### config.mk
export PLATFORM = sky130hd
export DESIGN_NAME = acc_core
export DESIGN_NICKNAME = d
export VERILOG_FILES = /design/src/rtl/acc_pkg.sv /design/src/rtl/acc_alu.sv /design/src/rtl/acc_regs.sv /design/src/rtl/acc_ctrl.sv /design/src/rtl/acc_core.sv
export SDC_FILE = /design/constraint.sdc
export NUM_CORES = 1
export LEC_CHECK = 0
export BUFFER_PORTS_ARGS = -buffer_cell sky130_fd_sc_hd__buf_2
export CAP_MARGIN = 15
export CORE_ASPECT_RATIO = 1.5
export CORE_MARGIN = 5
export CORE_UTILIZATION = 45
export CTS_CLUSTER_SIZE = 30
export DETAILED_ROUTE_END_ITERATION = 10
export GPL_TIMING_DRIVEN = 0
export PLACE_DENSITY_LB_ADDON = 0.12
export SLEW_MARGIN = 20
export SYNTH_ARGS = -nofsm -noshare
export SYNTH_HDL_FRONTEND = slang
export SYNTH_SLANG_ARGS = --single-unit
### constraint.sdc
create_clock -name clk -period 3.8 [get_ports clk]
set_clock_uncertainty 0.2 [all_clocks]
set_input_delay 0.19 -clock clk [delete_from_list [all_inputs] [get_ports clk]]
set_output_delay 0.19 -clock clk [all_outputs]
set_load 0.1 [all_outputs]
### src/rtl/acc_pkg.sv
package acc_pkg;

    localparam int WORD_W  = 16;
    localparam int OPC_W   = 4;
    localparam int FIELD_W = WORD_W - OPC_W;

    typedef logic [WORD_W-1:0] word_t;
    typedef logic [OPC_W-1:0]  opc_t;

    localparam opc_t OPC_HALT  = 4'd0;
    localparam opc_t OPC_LOAD  = 4'd1;
    localparam opc_t OPC_STORE = 4'd2;
    localparam opc_t OPC_ADD   = 4'd3;
    localparam opc_t OPC_SUB   = 4'd4;
    localparam opc_t OPC_AND   = 4'd5;
    localparam opc_t OPC_JMP   = 4'd6;
    localparam opc_t OPC_JZ    = 4'd7;

    // Instruction groups, as the sequencer sees them
    typedef enum logic [2:0] {
        CL_HALT,
        CL_MEMRD,
        CL_STORE,
        CL_JUMP,
        CL_JZ,
        CL_NOP
    } op_class_e;

    typedef enum logic [1:0] {
        ALU_PASS,
        ALU_ADD,
        ALU_SUB,
        ALU_AND
    } alu_op_e;

    // Register-transfer steps of the sequencer
    typedef enum logic [3:0] {
        PH_F_ADDR,
        PH_F_WAIT,
        PH_F_CAPT,
        PH_F_IR,
        PH_DECODE,
        PH_O_ADDR,
        PH_O_WAIT,
        PH_O_CAPT,
        PH_EXEC,
        PH_S_DATA,
        PH_S_WRITE,
        PH_HALT
    } phase_e;

    // One strobe for each register transfer
    typedef struct packed {
        logic mar_from_pc;
        logic mar_from_ir;
        logic mdr_from_mem;
        logic mdr_from_acc;
        logic ir_from_mdr;
        logic pc_step;
        logic pc_jump;
        logic acc_write;
        logic mem_write;
    } ctl_t;

    function automatic op_class_e classify(opc_t opc);
        case (opc)
            OPC_HALT:                     return CL_HALT;
            OPC_LOAD, OPC_ADD,
            OPC_SUB, OPC_AND:             return CL_MEMRD;
            OPC_STORE:                    return CL_STORE;
            OPC_JMP:                      return CL_JUMP;
            OPC_JZ:                       return CL_JZ;
            default:                      return CL_NOP;
        endcase
    endfunction

    function automatic alu_op_e alu_select(opc_t opc);
        case (opc)
            OPC_ADD: return ALU_ADD;
            OPC_SUB: return ALU_SUB;
            OPC_AND: return ALU_AND;
            default: return ALU_PASS;
        endcase
    endfunction

endpackage

### src/rtl/acc_alu.sv
module acc_alu
    import acc_pkg::*;
(
    input  alu_op_e op,
    input  word_t   a,
    input  word_t   b,
    output word_t   y
);

    always_comb begin
        unique case (op)
            ALU_ADD:  y = a + b;
            ALU_SUB:  y = a - b;
            ALU_AND:  y = a & b;
            default:  y = b;
        endcase
    end

endmodule

### src/rtl/acc_regs.sv
module acc_regs
    import acc_pkg::*;
#(
    parameter int ADDR_W = 12
) (
    input  logic              clk,
    input  logic              rst,
    input  ctl_t              ctl,
    input  word_t             mem_rdata,
    input  word_t             alu_y,
    output logic [ADDR_W-1:0] mar,
    output word_t             mdr,
    output word_t             ir,
    output word_t             acc
);

    logic [ADDR_W-1:0] pc;
    logic [ADDR_W-1:0] operand;

    assign operand = ir[ADDR_W-1:0];

    always_ff @(posedge clk) begin
        if (rst) begin
            pc  <= '0;
            mar <= '0;
            mdr <= '0;
            ir  <= '0;
            acc <= '0;
        end else begin
            if (ctl.mar_from_pc) begin
                mar <= pc;
            end else if (ctl.mar_from_ir) begin
                mar <= operand;
            end

            if (ctl.mdr_from_mem) begin
                mdr <= mem_rdata;
            end else if (ctl.mdr_from_acc) begin
                mdr <= acc;
            end

            if (ctl.ir_from_mdr) begin
                ir <= mdr;
            end

            if (ctl.pc_jump) begin
                pc <= operand;
            end else if (ctl.pc_step) begin
                pc <= pc + 1'b1;
            end

            if (ctl.acc_write) begin
                acc <= alu_y;
            end
        end
    end

endmodule

### src/rtl/acc_ctrl.sv
module acc_ctrl
    import acc_pkg::*;
(
    input  logic clk,
    input  logic rst,
    input  opc_t opc,
    input  logic acc_zero,
    output ctl_t ctl,
    output logic halted
);

    phase_e    phase, phase_nxt;
    op_class_e cls;

    assign cls    = classify(opc);
    assign halted = (phase == PH_HALT);

    always_ff @(posedge clk) begin
        if (rst) begin
            phase <= PH_F_ADDR;
        end else begin
            phase <= phase_nxt;
        end
    end

    always_comb begin
        ctl       = '0;
        phase_nxt = phase;
        unique case (phase)
            PH_F_ADDR: begin
                ctl.mar_from_pc = 1'b1;
                phase_nxt       = PH_F_WAIT;
            end
            PH_F_WAIT: begin
                phase_nxt = PH_F_CAPT;
            end
            PH_F_CAPT: begin
                ctl.mdr_from_mem = 1'b1;
                phase_nxt        = PH_F_IR;
            end
            PH_F_IR: begin
                ctl.ir_from_mdr = 1'b1;
                ctl.pc_step     = 1'b1;
                phase_nxt       = PH_DECODE;
            end
            PH_DECODE: begin
                case (cls)
                    CL_HALT:            phase_nxt = PH_HALT;
                    CL_MEMRD, CL_STORE: phase_nxt = PH_O_ADDR;
                    default:            phase_nxt = PH_EXEC;
                endcase
            end
            PH_O_ADDR: begin
                ctl.mar_from_ir = 1'b1;
                phase_nxt       = (cls == CL_STORE) ? PH_S_DATA : PH_O_WAIT;
            end
            PH_O_WAIT: begin
                phase_nxt = PH_O_CAPT;
            end
            PH_O_CAPT: begin
                ctl.mdr_from_mem = 1'b1;
                phase_nxt        = PH_EXEC;
            end
            PH_EXEC: begin
                ctl.acc_write = (cls == CL_MEMRD);
                ctl.pc_jump   = (cls == CL_JUMP) || ((cls == CL_JZ) && acc_zero);
                phase_nxt     = PH_F_ADDR;
            end
            PH_S_DATA: begin
                ctl.mdr_from_acc = 1'b1;
                phase_nxt        = PH_S_WRITE;
            end
            PH_S_WRITE: begin
                ctl.mem_write = 1'b1;
                phase_nxt     = PH_F_ADDR;
            end
            PH_HALT: begin
                phase_nxt = PH_HALT;
            end
            default: begin
                phase_nxt = PH_F_ADDR;
            end
        endcase
    end

endmodule

### src/rtl/acc_core.sv
module acc_core
    import acc_pkg::*;
#(
    parameter int ADDR_W = 12
) (
    input  logic              clk,
    input  logic              rst,
    output logic [ADDR_W-1:0] mem_addr,
    output logic [15:0]       mem_wdata,
    input  logic [15:0]       mem_rdata,
    output logic              mem_we,
    output logic              halted,
    output logic [15:0]       acc_dbg
);

    ctl_t              ctl;
    logic [ADDR_W-1:0] mar;
    word_t             mdr;
    word_t             ir;
    word_t             acc;
    word_t             alu_y;
    opc_t              opc;
    alu_op_e           alu_op;

    assign opc    = ir[WORD_W-1 -: OPC_W];
    assign alu_op = alu_select(opc);

    acc_ctrl u_ctrl (
        .clk      (clk),
        .rst      (rst),
        .opc      (opc),
        .acc_zero (acc == '0),
        .ctl      (ctl),
        .halted   (halted)
    );

    acc_regs #(
        .ADDR_W (ADDR_W)
    ) u_regs (
        .clk       (clk),
        .rst       (rst),
        .ctl       (ctl),
        .mem_rdata (mem_rdata),
        .alu_y     (alu_y),
        .mar       (mar),
        .mdr       (mdr),
        .ir        (ir),
        .acc       (acc)
    );

    acc_alu u_alu (
        .op (alu_op),
        .a  (acc),
        .b  (mdr),
        .y  (alu_y)
    );

    assign mem_addr  = mar;
    assign mem_wdata = mdr;
    assign mem_we    = ctl.mem_write;
    assign acc_dbg   = acc;

endmodule

**After elaboration in Yosys (flattened, before gate mapping)**

Memory sizes are Yosys's and may differ from the RTL's. A register that Yosys moved wholly into a read port is not among the register bits.
Cells that the tools add are included.

- Bits in registers: 76
- Bits in read-only memories: 24
- Word-level logic and storage cells: 63
- Memories: 1

Memories:

| memory | depth | width | rd ports | clocked after Yosys merged registers in | write ports | RTL line | RTL |
|---|---|---|---|---|---|---|---|
| (name not given) | 8 | 3 | 1 | 1 | 0 | acc_pkg.sv:66 | `case (opc)` |

- Add/subtract/negate cells: 3
- Equal/unequal tests: 21
- Mux-type cells: 21
- Bitwise logic cells: 1
- Reduce and logical (&&, ||, !) cells: 10

Operators with widths:

| cell | count |
|---|---|
| $mux W12 | 4 |
| $pmux W16 S3 | 1 |
| $pmux W4 S10 | 1 |
| $mux W16 | 2 |
| $eq A4 B3 Y1 const B | 6 |
| $add A16 B16 Y16 | 1 |
| $and A16 B16 Y16 | 1 |
| $eq A4 B4 Y1 const B | 4 |
| $logic_not A16 Y1 | 1 |
| $sub A16 B16 Y16 | 1 |
| $add A12 B1 Y12 const B | 1 |
| $eq A4 B2 Y1 const B | 3 |
| $mux W3 | 3 |
| $pmux W4 S2 | 1 |
| $eq A3 B2 Y1 const B | 2 |
| $pmux W2 S3 | 1 |
| $reduce_bool A2 Y1 | 3 |
| $mux W1 | 5 |
| $eq A2 B2 Y1 const B | 2 |
| $eq A4 B1 Y1 const B | 1 |
| $logic_not A4 Y1 | 1 |
| $mux W2 | 2 |
| $mux W4 | 1 |
| $reduce_or A2 Y1 | 2 |
| 6 further kinds | 6 |

**Depth between registers and ports, before layout**

Gate-level depths: netlist (run 1).

- Depth in word-level cells: 6
- Gate-level depth with buffers: 15
- Mapped depth without buffers: 15

**By module**

From an unflattened synthesis (run 1), not the netlist that was laid out.

- Cell total of the unflattened synthesis: 611
- Area, all modules: 4,904.7 um^2

Modules (own cells, without submodules):

| module | instances | cells each | area an instance (um^2) | sequential area each (um^2) |
|---|---|---|---|---|
| acc_regs | 1 | 335 | 3,037.9 | 1,441.4 |
| acc_alu | 1 | 211 | 1,435.1 | 0.0 |
| acc_ctrl | 1 | 57 | 374.1 | 80.1 |
| acc_core | 1 | 8 | 57.6 | 0.0 |

**Least setup slack after synthesis (run 1)**

Ideal clock, no wire load.

- Path type: reg-to-reg
- From: reg u_regs.mdr[3]
- To: reg u_regs.acc[14]
- Library setup time: 0.128 ns
- Arrival time: 3.418 ns
- Slack: 0.054 ns
- Cell stages (with the launch flop): 14
- Path buffers: 1
- Clock period less this slack: 3.746 ns
- Cell sequence: dfxtp_1 -> buf_6 -> or4_4 -> nor3_1 -> nor2_1 -> xnor2_1 -> ha_1 -> o2111a_1 -> and2_0 -> a221o_1 -> a31oi_1 -> xnor2_1 -> a222oi_1 -> nor2_1

- Word-level cells in the longest chain between the ends: 2

Ends and longest elaborated chain:

| item | RTL line | RTL |
|---|---|---|
| start, declared | acc_regs.sv:12 | `output word_t mdr,` |
| start signal, assigned | acc_regs.sv:37 | `mdr <= mem_rdata;` |
| $sub A16 B16 Y16 or $add A16 B16 Y16 (tied branches) | acc_alu.sv:13, acc_alu.sv:12 |  |
| $pmux W16 S3 * | acc_alu.sv:11 | `unique case (op)` |
| end signal, assigned | acc_regs.sv:53 | `acc <= alu_y;` |
| end, declared | acc_regs.sv:14 | `output word_t acc` |

Every way passes the cells marked *; elsewhere a longest branch is shown, timed or not.
A chain may end at the register's enable or synchronous reset.

**Worst setup path in the final report (run 1)**

- From: reg u_regs.ir[13]
- To: reg u_regs.acc[11]

- Word-level cells in the longest chain between the ends: 4

Ends and longest elaborated chain:

| item | RTL line | RTL |
|---|---|---|
| start, declared | acc_regs.sv:13 | `output word_t ir,` |
| start signal, assigned | acc_regs.sv:43 | `ir <= mdr;` |
| $eq A4 B3 Y1 or $eq A4 B2 Y1 (tied branches) | acc_pkg.sv:78 | `case (opc)` |
| $pmux W2 S3 * | acc_pkg.sv:78 |  |
| $eq A2 B2 Y1 or $eq A2 B1 Y1 (tied branches) | acc_alu.sv:11 |  |
| $pmux W16 S3 * | acc_alu.sv:11 |  |

Marks and branches as above.

==> results of run 1 <==
[flip-flops by register name, indices dropped and copies added (netlist names), named ones only]
name	count
u_regs.pc	12
u_regs.mdr	16
u_regs.mar	12
u_ctrl.phase	4
u_regs.ir	16
u_regs.acc	16
[cells by family after synthesis]
group                    Yosys count  synth area share (%)
XOR/XNOR                          36                 6.876
buffers and inverters             50                 4.397
adder cells (fa/ha/maj)           22                 6.023
AO/OA/AOI/OAI                    162                 22.41
AND/OR/NAND/NOR                  243                 22.97
multiplexers                      17                 3.625
flip-flops                        79                 33.69
[cell type report]
type | count | area (um^2) | share of cell area (%)
tap | 141 | 176.4 | 3.052
clock inverter | 6 | 92.59 | 1.602
timing repair buffer | 83 | 508.0 | 8.788
inverter | 14 | 52.55 | 0.9091
clock buffer | 10 | 239.0 | 4.134
sequential | 79 | 1585 | 27.42
buffer | 36 | 157.7 | 2.727
multi-input combinational | 480 | 2969 | 51.36
[power breakdown]
| part | internal [mW] | switching [mW] |
|---|---|---|
| Sequential | 0.881 | 0.0505 |
| Clock | 0.597 | 0.361 |
| Combinational | 0.483 | 0.902 |
[placed cells by master (no fill, tap or decap), types with 4 or more instances in the layout]
master / n
a211oi_1: 23
a21o_1: 4
a21oi_1: 61
a221oi_1: 6
a22oi_1: 19
a31oi_1: 7
and3_1: 6
buf_2: 72
buf_4: 4
clkbuf_1: 23
clkbuf_16: 9
dfxtp_1: 76
dlygate4sd3_1: 17
ha_1: 19
inv_1: 12
mux2i_1: 17
nand2_1: 100
nand2b_1: 5
nand3_1: 7
nand4_1: 5
nor2_1: 78
nor2b_1: 4
nor3_1: 18
nor4_1: 5
o21ai_0: 11
xnor2_1: 22
xor2_1: 13
[path summary, 6_finish.rpt]
path            startpoint  cells after the start        endpoint  slack [ns]
max          u_regs.ir[13]                     16  u_regs.acc[11]        0.19
min           u_regs.ir[5]                      2    u_regs.ir[5]        0.28
max reg2reg  u_regs.ir[13]                     16  u_regs.acc[11]        0.19
min reg2reg   u_regs.ir[5]                      2    u_regs.ir[5]        0.28
[routing by layer]
layer	wire, um	track usage (%)	share of wire [%]	vias to the layer above
met4	495	10.43	3.3	0
li1	-	-	-	2361
met3	695	3.010	4.7	37
met1	5851	26.10	40	2241
met5	0	0	0	-
met2	7763	42.06	52	155
[what timing repair did]
action | CTS | global route
hold buffers | 17 | 0
endpoints found under the setup margin | 8 | 5
endpoints found under the hold margin | 19 | 0
gates resized for setup | 7 | 13
setup buffers | 0 | 3
pin swaps | 0 | 8
[per-stage QoR]
step	hold WS, ns	utilization, %
6_report	0.2775	56.72
3_5_place_dp	0.2275	50.89
5_1_grt	0.2918	56.72
2_1_floorplan	0.07425	-
3_3_place_gp	0.2155	50.89
4_1_cts	0.2801	56.01
[worst max-delay path: stages (launching register included)]
cell and delay, ns:
dfxtp_2 0.34, xor2_1 0.15, and3b_2 0.22, inv_1 0.12, ha_4 0.20, buf_4 0.20, nor2_1 0.07, xnor2_1 0.13
ha_2 0.40, buf_4 0.13, o21a_1 0.15, o31ai_4 0.10, a21oi_1 0.37, o21ai_1 0.16, xnor2_1 0.15, a221oi_1 0.32
nor3_1 0.07
==> results.md, run 1 <==
* Critical path endpoint category: flop
* Post-synthesis sequential area ratio at 33.69%
* Buffers added on ports at 63
* Share of cells above drive strength 1 at 16.38%
* Max FO, Critical Path at 10
* RSZ-0062 raised after global routing: true
* Pwr Total at 3.273 mW
* # IOs at 64
* Placement Setup Slack at -0.4165 ns
* Syn Nets at around 650
* Max IR drop VDD at 0.0003634 V
* Row cnt at 45
* Area grow syn2layout at 23.13%
* Worst setup margin at 0.1944 ns
* CTS max path bufs at 2
* First-pass DRT Iterations at 5
* Die area at 0.01262 mm^2
* Hold Crit Class: reg -> reg
* Register clock-pin slew on the reported worst setup and hold paths at approximately 0.060 ns
* CTS Sinks at 79
* Setup tns final at 0 ns
* Syn_area_per_cell at 7.709 um^2
* Commonest cells post-synth: 100 x nand2_1, 79 x dfxtp_1, 78 x nor2_1
* Fillers at 961
* Top post-synthesis cells by area: dfxtp_1 34%, nand2_1 8.0%, a21oi_1 6.6%, nor2_1 6.2%, ha_1 5.6%
* Starting Density at a little under half
* Synthesized cell area at 0.004695 mm^2
* Ant. Diodes at 0
* Mapped Cells at 609
* Crit path launch type: flop
* Pleak at ~2.3 nW
* Nets at between 700 and 800
* Hold Fails Final Rpt at 0
* Worst skew pair latency at 0.33 ns
* GRT Total Usage at 23.01%
* Asr flop ratio synth at 0%
* Total gr overflow at 0
* Vias/cell at 5.647
* Top-count cell post-synth: nand2_1
* Vias at 4,794
* Final setup fails at 0
* Vias in the first global route at 4,442
* DRC Markers at 0
* Htree depth at 3
* Synth area leader: dfxtp_1
* Slew HR at between 50% and 60%
* Largest net degree at the start of global routing at 15
* Die Span Y at 135.1 um
* Max Freq at roughly 280 MHz
* Synth Register Bits at 79
* DRT Wirelength at 14.81 mm
* Post-layout minimum cycle time at approximately 3.6 ns
* CP Class: reg -> reg
* Number of flops mapped to enable cells by yosys at 0
* Core footprint at a little over 0.01 mm^2
* Die span in x at between 90 and 100 um
* Inst Count DP at between 800 and 900
* Initial DRC count at 300
* CTS tree: done
* Cts bufs inserted at 9
* Synth unique cells at 60
* HPWL after DPL at 11.06 mm
* CTS root buf: clkbuf_16
* Max-cap violation count at 0
* Required time worst endpoint at 3.80 ns
* Gp weighted congestion at approximately 0.93
* Tcrit/Tclk final at roughly 95%
* Wire length per cell at 17.44 um
* PwrDens at 566.3 mW/mm^2
* Yosys top cell area share at 33.69%
* Crit path arrival time at 3.61 ns
* Slew @ Worst Pin at 0.7305 ns
* Slew Viols, Final at 0
* Initial antenna violation count at 0
* First-pass GRT wire length at approximately 23 mm
* Final Non-Filler Cells at 849
* Top_reg_cell synth: dfxtp_1
* Status: finished clean
* Final instance area at between 0.005 and 0.006 mm^2
* Ys Warns at 0
* Routed Antenna Nets at 0
* Placement Cell Area at 0.005186 mm^2
Note: power is estimated with default switching activity, not from simulation.
==> inputs of run 2 (changes only) <==
Settings changed: GPL_TIMING_DRIVEN 0 to 1, SLEW_MARGIN 20 to 40, SYNTH_HIERARCHICAL set to 1.
==> results.md, run 2 <==
* Synthesized cell area at 0.004905 mm^2
* Pwr Total at 2.547 mW
* Switching share of power at 33.85%
* Worst R2R Start: u_regs/mdr[0]
* Worst hold start: rst
* Buffers added on ports at 63
* Synth unique cells at 62
* CTS Sinks at 76
* Worst skew pair latency at 0.34 ns
* Synth area leader: dfxtp_1
* Crit path arrival time at 3.60 ns
* Syn_area_per_cell at 8.027 um^2
* Largest regs: u_regs/acc (16), u_regs/ir (16), u_regs/mdr (16)
* DRT Wirelength at roughly 14 mm
* Critical path endpoint category: flop
* Max stage delay cell, worst path: or4_1
* Die Span Y at 137.9 um
* Post-layout minimum cycle time at between 3 and 4 ns
* Starting Density at around 46%
* Ys Warns at 6
* NetSw at 0.8622 mW
* Slew Viols, Final at 0
* CP Class: reg -> reg
* First-pass DRT Iterations at 5
* Routed Antenna Nets at 0
* Placement Setup Slack at 0.1173 ns
* Commonest cells post-synth: 110 x nor2_1, 76 x dfxtp_1, 65 x a21oi_1, 65 x mux2i_1, 30 x inv_1
* Worst setup margin at ~0.27 ns
* Setup crit start: u_regs/mdr[0]
* Post-synthesis sequential area ratio at 31.02%
* Clk pwr share at 35.9%
* Synth Register Bits at 76
* Asr flop ratio synth at 0%
* Htree depth at 3
* Hold Fails Final Rpt at 0
* Max IR drop VDD at 0.0002664 V
* Status: finished clean
* Largest family of logic cells by synthesized area: simple AND/OR/NAND/NOR gates
* CTS max path bufs at 2
* Gp weighted congestion at around 0.95
* Total gr overflow at 0
* # IOs at 64
* Post-synthesis adder-cell area fraction at 5.765%
* Slew HR at 47.47%
* Placement Cell Area at 0.005428 mm^2
* Internal Power at 1.685 mW
* Peak per-stage delay on the critical path at ~0.48 ns
* Largest net degree at the start of global routing at 49
* PwrDens at 430.6 mW/mm^2
* Hold Crit Class: in -> reg
* Post-Synth XOR/XNOR Area at 6.071%
* Top_reg_cell synth: dfxtp_1
* RSZ-0062 raised after global routing: false
* Vias at 4,674
* Crit path launch type: flop
* Number of flops mapped to enable cells by yosys at 0
* Die span in x at roughly 95 um
* Max-cap violation count at 0
* Share of cells above drive strength 1 at between 10% and 20%
* Wire length per cell at 16.98 um
* DRC Markers at 0
* Max FO, Critical Path at 9
* Cts bufs inserted at 9
* Register clock-pin slew on the reported worst setup and hold paths at 0.06 ns
* Mapped Cells at 611
* HPWL after DPL at 9.848 mm
* Slew @ Worst Pin at approximately 0.79 ns
* Final setup fails at 0
* GRT Total Usage at 22.50%
* Core footprint at around 0.011 mm^2
* First-pass GRT wire length at 23.02 mm
* Required time worst endpoint at 3.87 ns
* Cell family with most CP delay: simple AND/OR/NAND/NOR gates
* Initial antenna violation count at 0
* Setup tns final at 0 ns
* Most frequent cells in the layout: 109 x nor2_1, 74 x dfxtp_1, 65 x a21oi_1, 65 x mux2i_1, 62 x buf_2
* CTS tree: done
* Seq pwr share at 33.5%
* Nets at 724
* Compound-Gate Fraction of Synth Area at 18.09%
* Worst hold slack at 0.1236 ns
* Vias in the first global route at about 4.6k
* Initial DRC count at ~230
* CTS root buf: clkbuf_16
* Final instance area at 0.005916 mm^2
* Top post-synthesis cells by area: dfxtp_1 31%, mux2i_1 13%, nor2_1 8.4%, a21oi_1 6.6%, ha_1 5.4%
* Row cnt at 46
* Most common cell after layout, fill and taps aside: nor2_1
* Top-count cell post-synth: nor2_1
* Tcrit/Tclk final at 92.87%
* Buffers & Inverters on Critical Path at 1
* Ant. Diodes at 0
* Crit-path cells: inv_1, ha_1, nor2b_1, nand4_1, nor2_1, a21oi_1, xnor2_1, ha_1, a21o_1, a311o_1, or4_1, nand3_1, mux2i_1, nor2_1
* Mux cell area share after synthesis at a little over an eighth
* Max Freq at around 280 MHz
* Die area at between 0.01 and 0.015 mm^2
* Yosys top cell area share at 31.02%
* Pleak at 2.403 nW
* Post-synthesis simple-gate area fraction at between 15 and 20%
* Vias/cell at about 5.6
* Area grow syn2layout at 20.61%
* Syn Nets at 651
* Comb pwr share at 30.5%
==> run 2: per-stage QoR <==
step / utilization [%] / std cells
6_report: 55.56 / 833
5_1_grt: 55.56 / 833
4_1_cts: 55.39 / 833
3_5_place_dp: 50.98 / 801
3_3_place_gp: 50.95 / 801
2_1_floorplan: - / 611
==> run 2: kinds of logic (layout without fill, tap and decap cells) <==
family          after synthesis  in the layout
simple gates                203            203
flops                        76             76
buf+inv                      68            146
xor+xnor                     34             34
compound gates              142            142
mux                          66             66
fa+ha+maj                    22             22
==> run 2: repair_timing <==
action | 4_1_cts | 5_1_grt
hold buffers | 16 | 0
hold endpoints to repair | 16 | 0
setup endpoints to repair | 0 | 6
buffers inserted | 0 | 0
gates resized for setup | 0 | 5
==> run 2: layer usage <==
layer	track usage (%)	up-vias	routed length, um
li1	-	2297	-
met1	25.83	2238	5873
met2	40.55	111	7462
met3	4.017	28	436
met4	8.989	0	371
met5	0	-	0
==> run 2: path summary, 6_finish.rpt <==
kind / cells past startpoint / end / slack (ns)
worst max register to register: 14 / u_regs/acc[14] / 0.27
worst min-delay path: 2 / u_regs/mdr[15] / 0.12
worst max-delay path: 14 / u_regs/acc[14] / 0.27
worst min register to register: 2 / u_regs/pc[6] / 0.30
==> run 2: worst reg2reg max path, cell delays in order (launching register included) <==
cell and delay [ns]:
dfxtp_2 0.37, inv_1 0.09, ha_1 0.17, nor2b_1 0.32, nand4_1 0.21, nor2_1 0.20
a21oi_1 0.11, xnor2_1 0.13, ha_1 0.39, a21o_1 0.23, a311o_1 0.32, or4_1 0.48
nand3_1 0.09, mux2i_1 0.07, nor2_1 0.08
==> run 2: area by class of cell <==
| type | instances | area [um^2] |
|---|---|---|
| well taps | 144 | 180.2 |
| inverters | 31 | 116.4 |
| repair buffers | 99 | 628.1 |
| clock inverters | 4 | 73.82 |
| flip-flops and latches | 76 | 1524 |
| multi-input cells | 467 | 3157 |
| clock buffers | 12 | 236.5 |
| fillers | 1018 | 4732 |
==> run 2: power by group through the flow <==
stage,combinational [mW],clock (mW),sequential (mW)
CTS,0.765,0.934,0.854
detailed placement,0.745,0,0.871
finish,0.778,0.915,0.854
global route,0.847,0.971,0.857
global placement,0.742,0,0.870
floorplan,0.502,0,0.956
==> inputs of run 3 (changes only) <==
Settings changed: CORE_ASPECT_RATIO 1.5 to 2, SKIP_LAST_GASP set to 1.
==> results.md, run 3 (synthesized netlist as in run 2, its figures left out) <==
* Status: finished clean
* Setup tns final at 0 ns
* Max stage delay cell, worst path: fa_1
* # IOs at 64
* Slew HR at 43.73%
* Crit path launch type: flop
* Buffers added on ports at 63
* Core footprint at ~0.011 mm^2
* CTS tree: done
* Max-cap violation count at 0
* Largest regs: u_regs/acc (16), u_regs/ir (16), u_regs/mdr (16)
* Peak per-stage delay on the critical path at between 0.4 and 0.5 ns
* Die Span Y at roughly 160 um
* HPWL after DPL at 10.67 mm
* Post-CTS Setup Bufs at 0
* Crit-path cells: nor3b_1, buf_4, ha_2, mux2_2, fa_1, nor2b_1, o31ai_2, a211oi_1, o21a_1, o21ai_0, a32o_1, mux2i_1, nor2_1
* Worst hold slack at 0.2021 ns
* Final Non-Filler Cells at 836
* Pleak at about 2.4 nW
* Ant. Diodes at 0
* Die area at 0.01321 mm^2
* First-pass GRT wire length at around 23 mm
* Vias in the first global route at between 4k and 5k
* Worst skew pair latency at ~0.34 ns
* CTS Sinks at 76
* Most frequent cells in the layout: 109 x nor2_1, 74 x dfxtp_1, 65 x a21oi_1, 65 x mux2i_1, 63 x buf_2
* Required time worst endpoint at 3.79 ns
* Largest net degree at the start of global routing at 43
* DRC Markers at 0
* Hold Crit Class: in -> reg
* Max IR drop VDD at 0.0002311 V
* Cts bufs inserted at 9
* Share of cells above drive strength 1 at a little under a fifth
* Crit path arrival time at between 3 and 4 ns
* Starting Density at 45.37%
* Gp weighted congestion at 0.9049
* Routed Antenna Nets at 0
* Max Freq at about 280 MHz
* Critical path endpoint category: flop
* Slew @ Worst Pin at 0.8441 ns
* Wire length per cell at 17.52 um
* RSZ-0062 raised after global routing: false
* Buffers & Inverters on Critical Path at 1
* Initial antenna violation count at 0
* GRT Total Usage at between 20% and 30%
* Cell family with most CP delay: compound AO/OA/AOI/OAI gates
* Register clock-pin slew on the reported worst setup and hold paths at 0.06 ns
* Vias at approximately 4.7k
* Max FO, Critical Path at 8
* Row cnt at 54
* CP Class: reg -> reg
* Vias/cell at 5.623
* PwrDens at 418.4 mW/mm^2
* CTS root buf: clkbuf_16
* Finished Core Util at 54.75%
* Tcrit/Tclk final at 94.51%
* Initial DRC count at 302
* Post-layout minimum cycle time at 3.591 ns
* Nets at between 700 and 800
* Htree depth at 3
* Hold Fails Final Rpt at 0
* Die span in x at about 84 um
* Inst Count DP at approximately 800
* Area grow syn2layout at 20.66%
* First-pass DRT Iterations at 4
* Final setup fails at 0
* Total gr overflow at 0
* CTS max path bufs at 2
* Slew Viols, Final at 0
* DRT Wirelength at 14.64 mm
* Most common cell after layout, fill and taps aside: nor2_1
## run 3: cell count changes in the layout (fill, tap and decap cells not counted), sizes merged
cell | before | now
buf | 83 | 90
bufinv | 2 | 0
clkbuf | 12 | 10
clkinvlp | 0 | 2
clkinv | 2 | 3
inv | 31 | 32
## run 3: what timing repair did
action	in CTS	in global routing
hold buffers	16	0
gates resized for setup	0	2
hold endpoints to repair	16	0
setup endpoints to repair	0	7
## run 3: routing by layer
metal | vias up | part of all wire (%) | global-route usage [%]
met5 | - | 0 | 0
met1 | 2237 | 38 | 23.55
met2 | 113 | 55 | 41.78
met3 | 32 | 3.5 | 2.969
met4 | 0 | 3.2 | 10.66
li1 | 2319 | - | -
## run 3: path summary, 6_finish.rpt
path,slack [ns],to,cells past startpoint,startpoint
worst max register to register,0.21,u_regs/acc[10],13,u_regs/ir[14]
worst min-delay path,0.20,u_regs/ir[11],2,rst
worst max-delay path,0.21,u_regs/acc[10],13,u_regs/ir[14]
worst min register to register,0.29,u_regs/pc[3],2,u_regs/ir[3]
## run 3: power by group
| part | internal [mW] | total, mW | leakage (nW) | switching [mW] |
|---|---|---|---|---|
| clock network | 0.459 | 0.815 | 0.135 | 0.356 |
| logic | 0.309 | 0.808 | 1.67 | 0.499 |
| registers | 0.817 | 0.853 | 0.615 | 0.0363 |
| total | 1.58 | 2.48 | 2.41 | 0.891 |
## run 3: final cells by class
class / instances / area (um^2)
clock buffer: 10 / 239.0
clock inverter: 6 / 38.79
fill: 1069 / 4892
inverter: 31 / 116.4
multi-input combinational: 467 / 3147
sequential: 76 / 1524
tap: 140 / 175.2
timing repair buffer: 106 / 678.2
## run 3: worst register-to-register path, cell delays in order (launching register included)
cell and delay, ns:
dfxtp_1 0.36, nor3b_1 0.21, buf_4 0.16, ha_2 0.27
mux2_2 0.39, fa_1 0.42, nor2b_1 0.26, o31ai_2 0.11
a211oi_1 0.36, o21a_1 0.20, o21ai_0 0.08, a32o_1 0.26
mux2i_1 0.13, nor2_1 0.05
## run 3: metrics by stage
step	setup slack (ns)	area [um^2]	power (mW)
floorplan	0.1538	4907	1.458
global placement	0.1633	5473	1.646
detailed placement	0.09693	5473	1.654
CTS	0.06631	5911	2.483
global route	0.008579	5918	2.601
finish	0.2085	5918	2.476
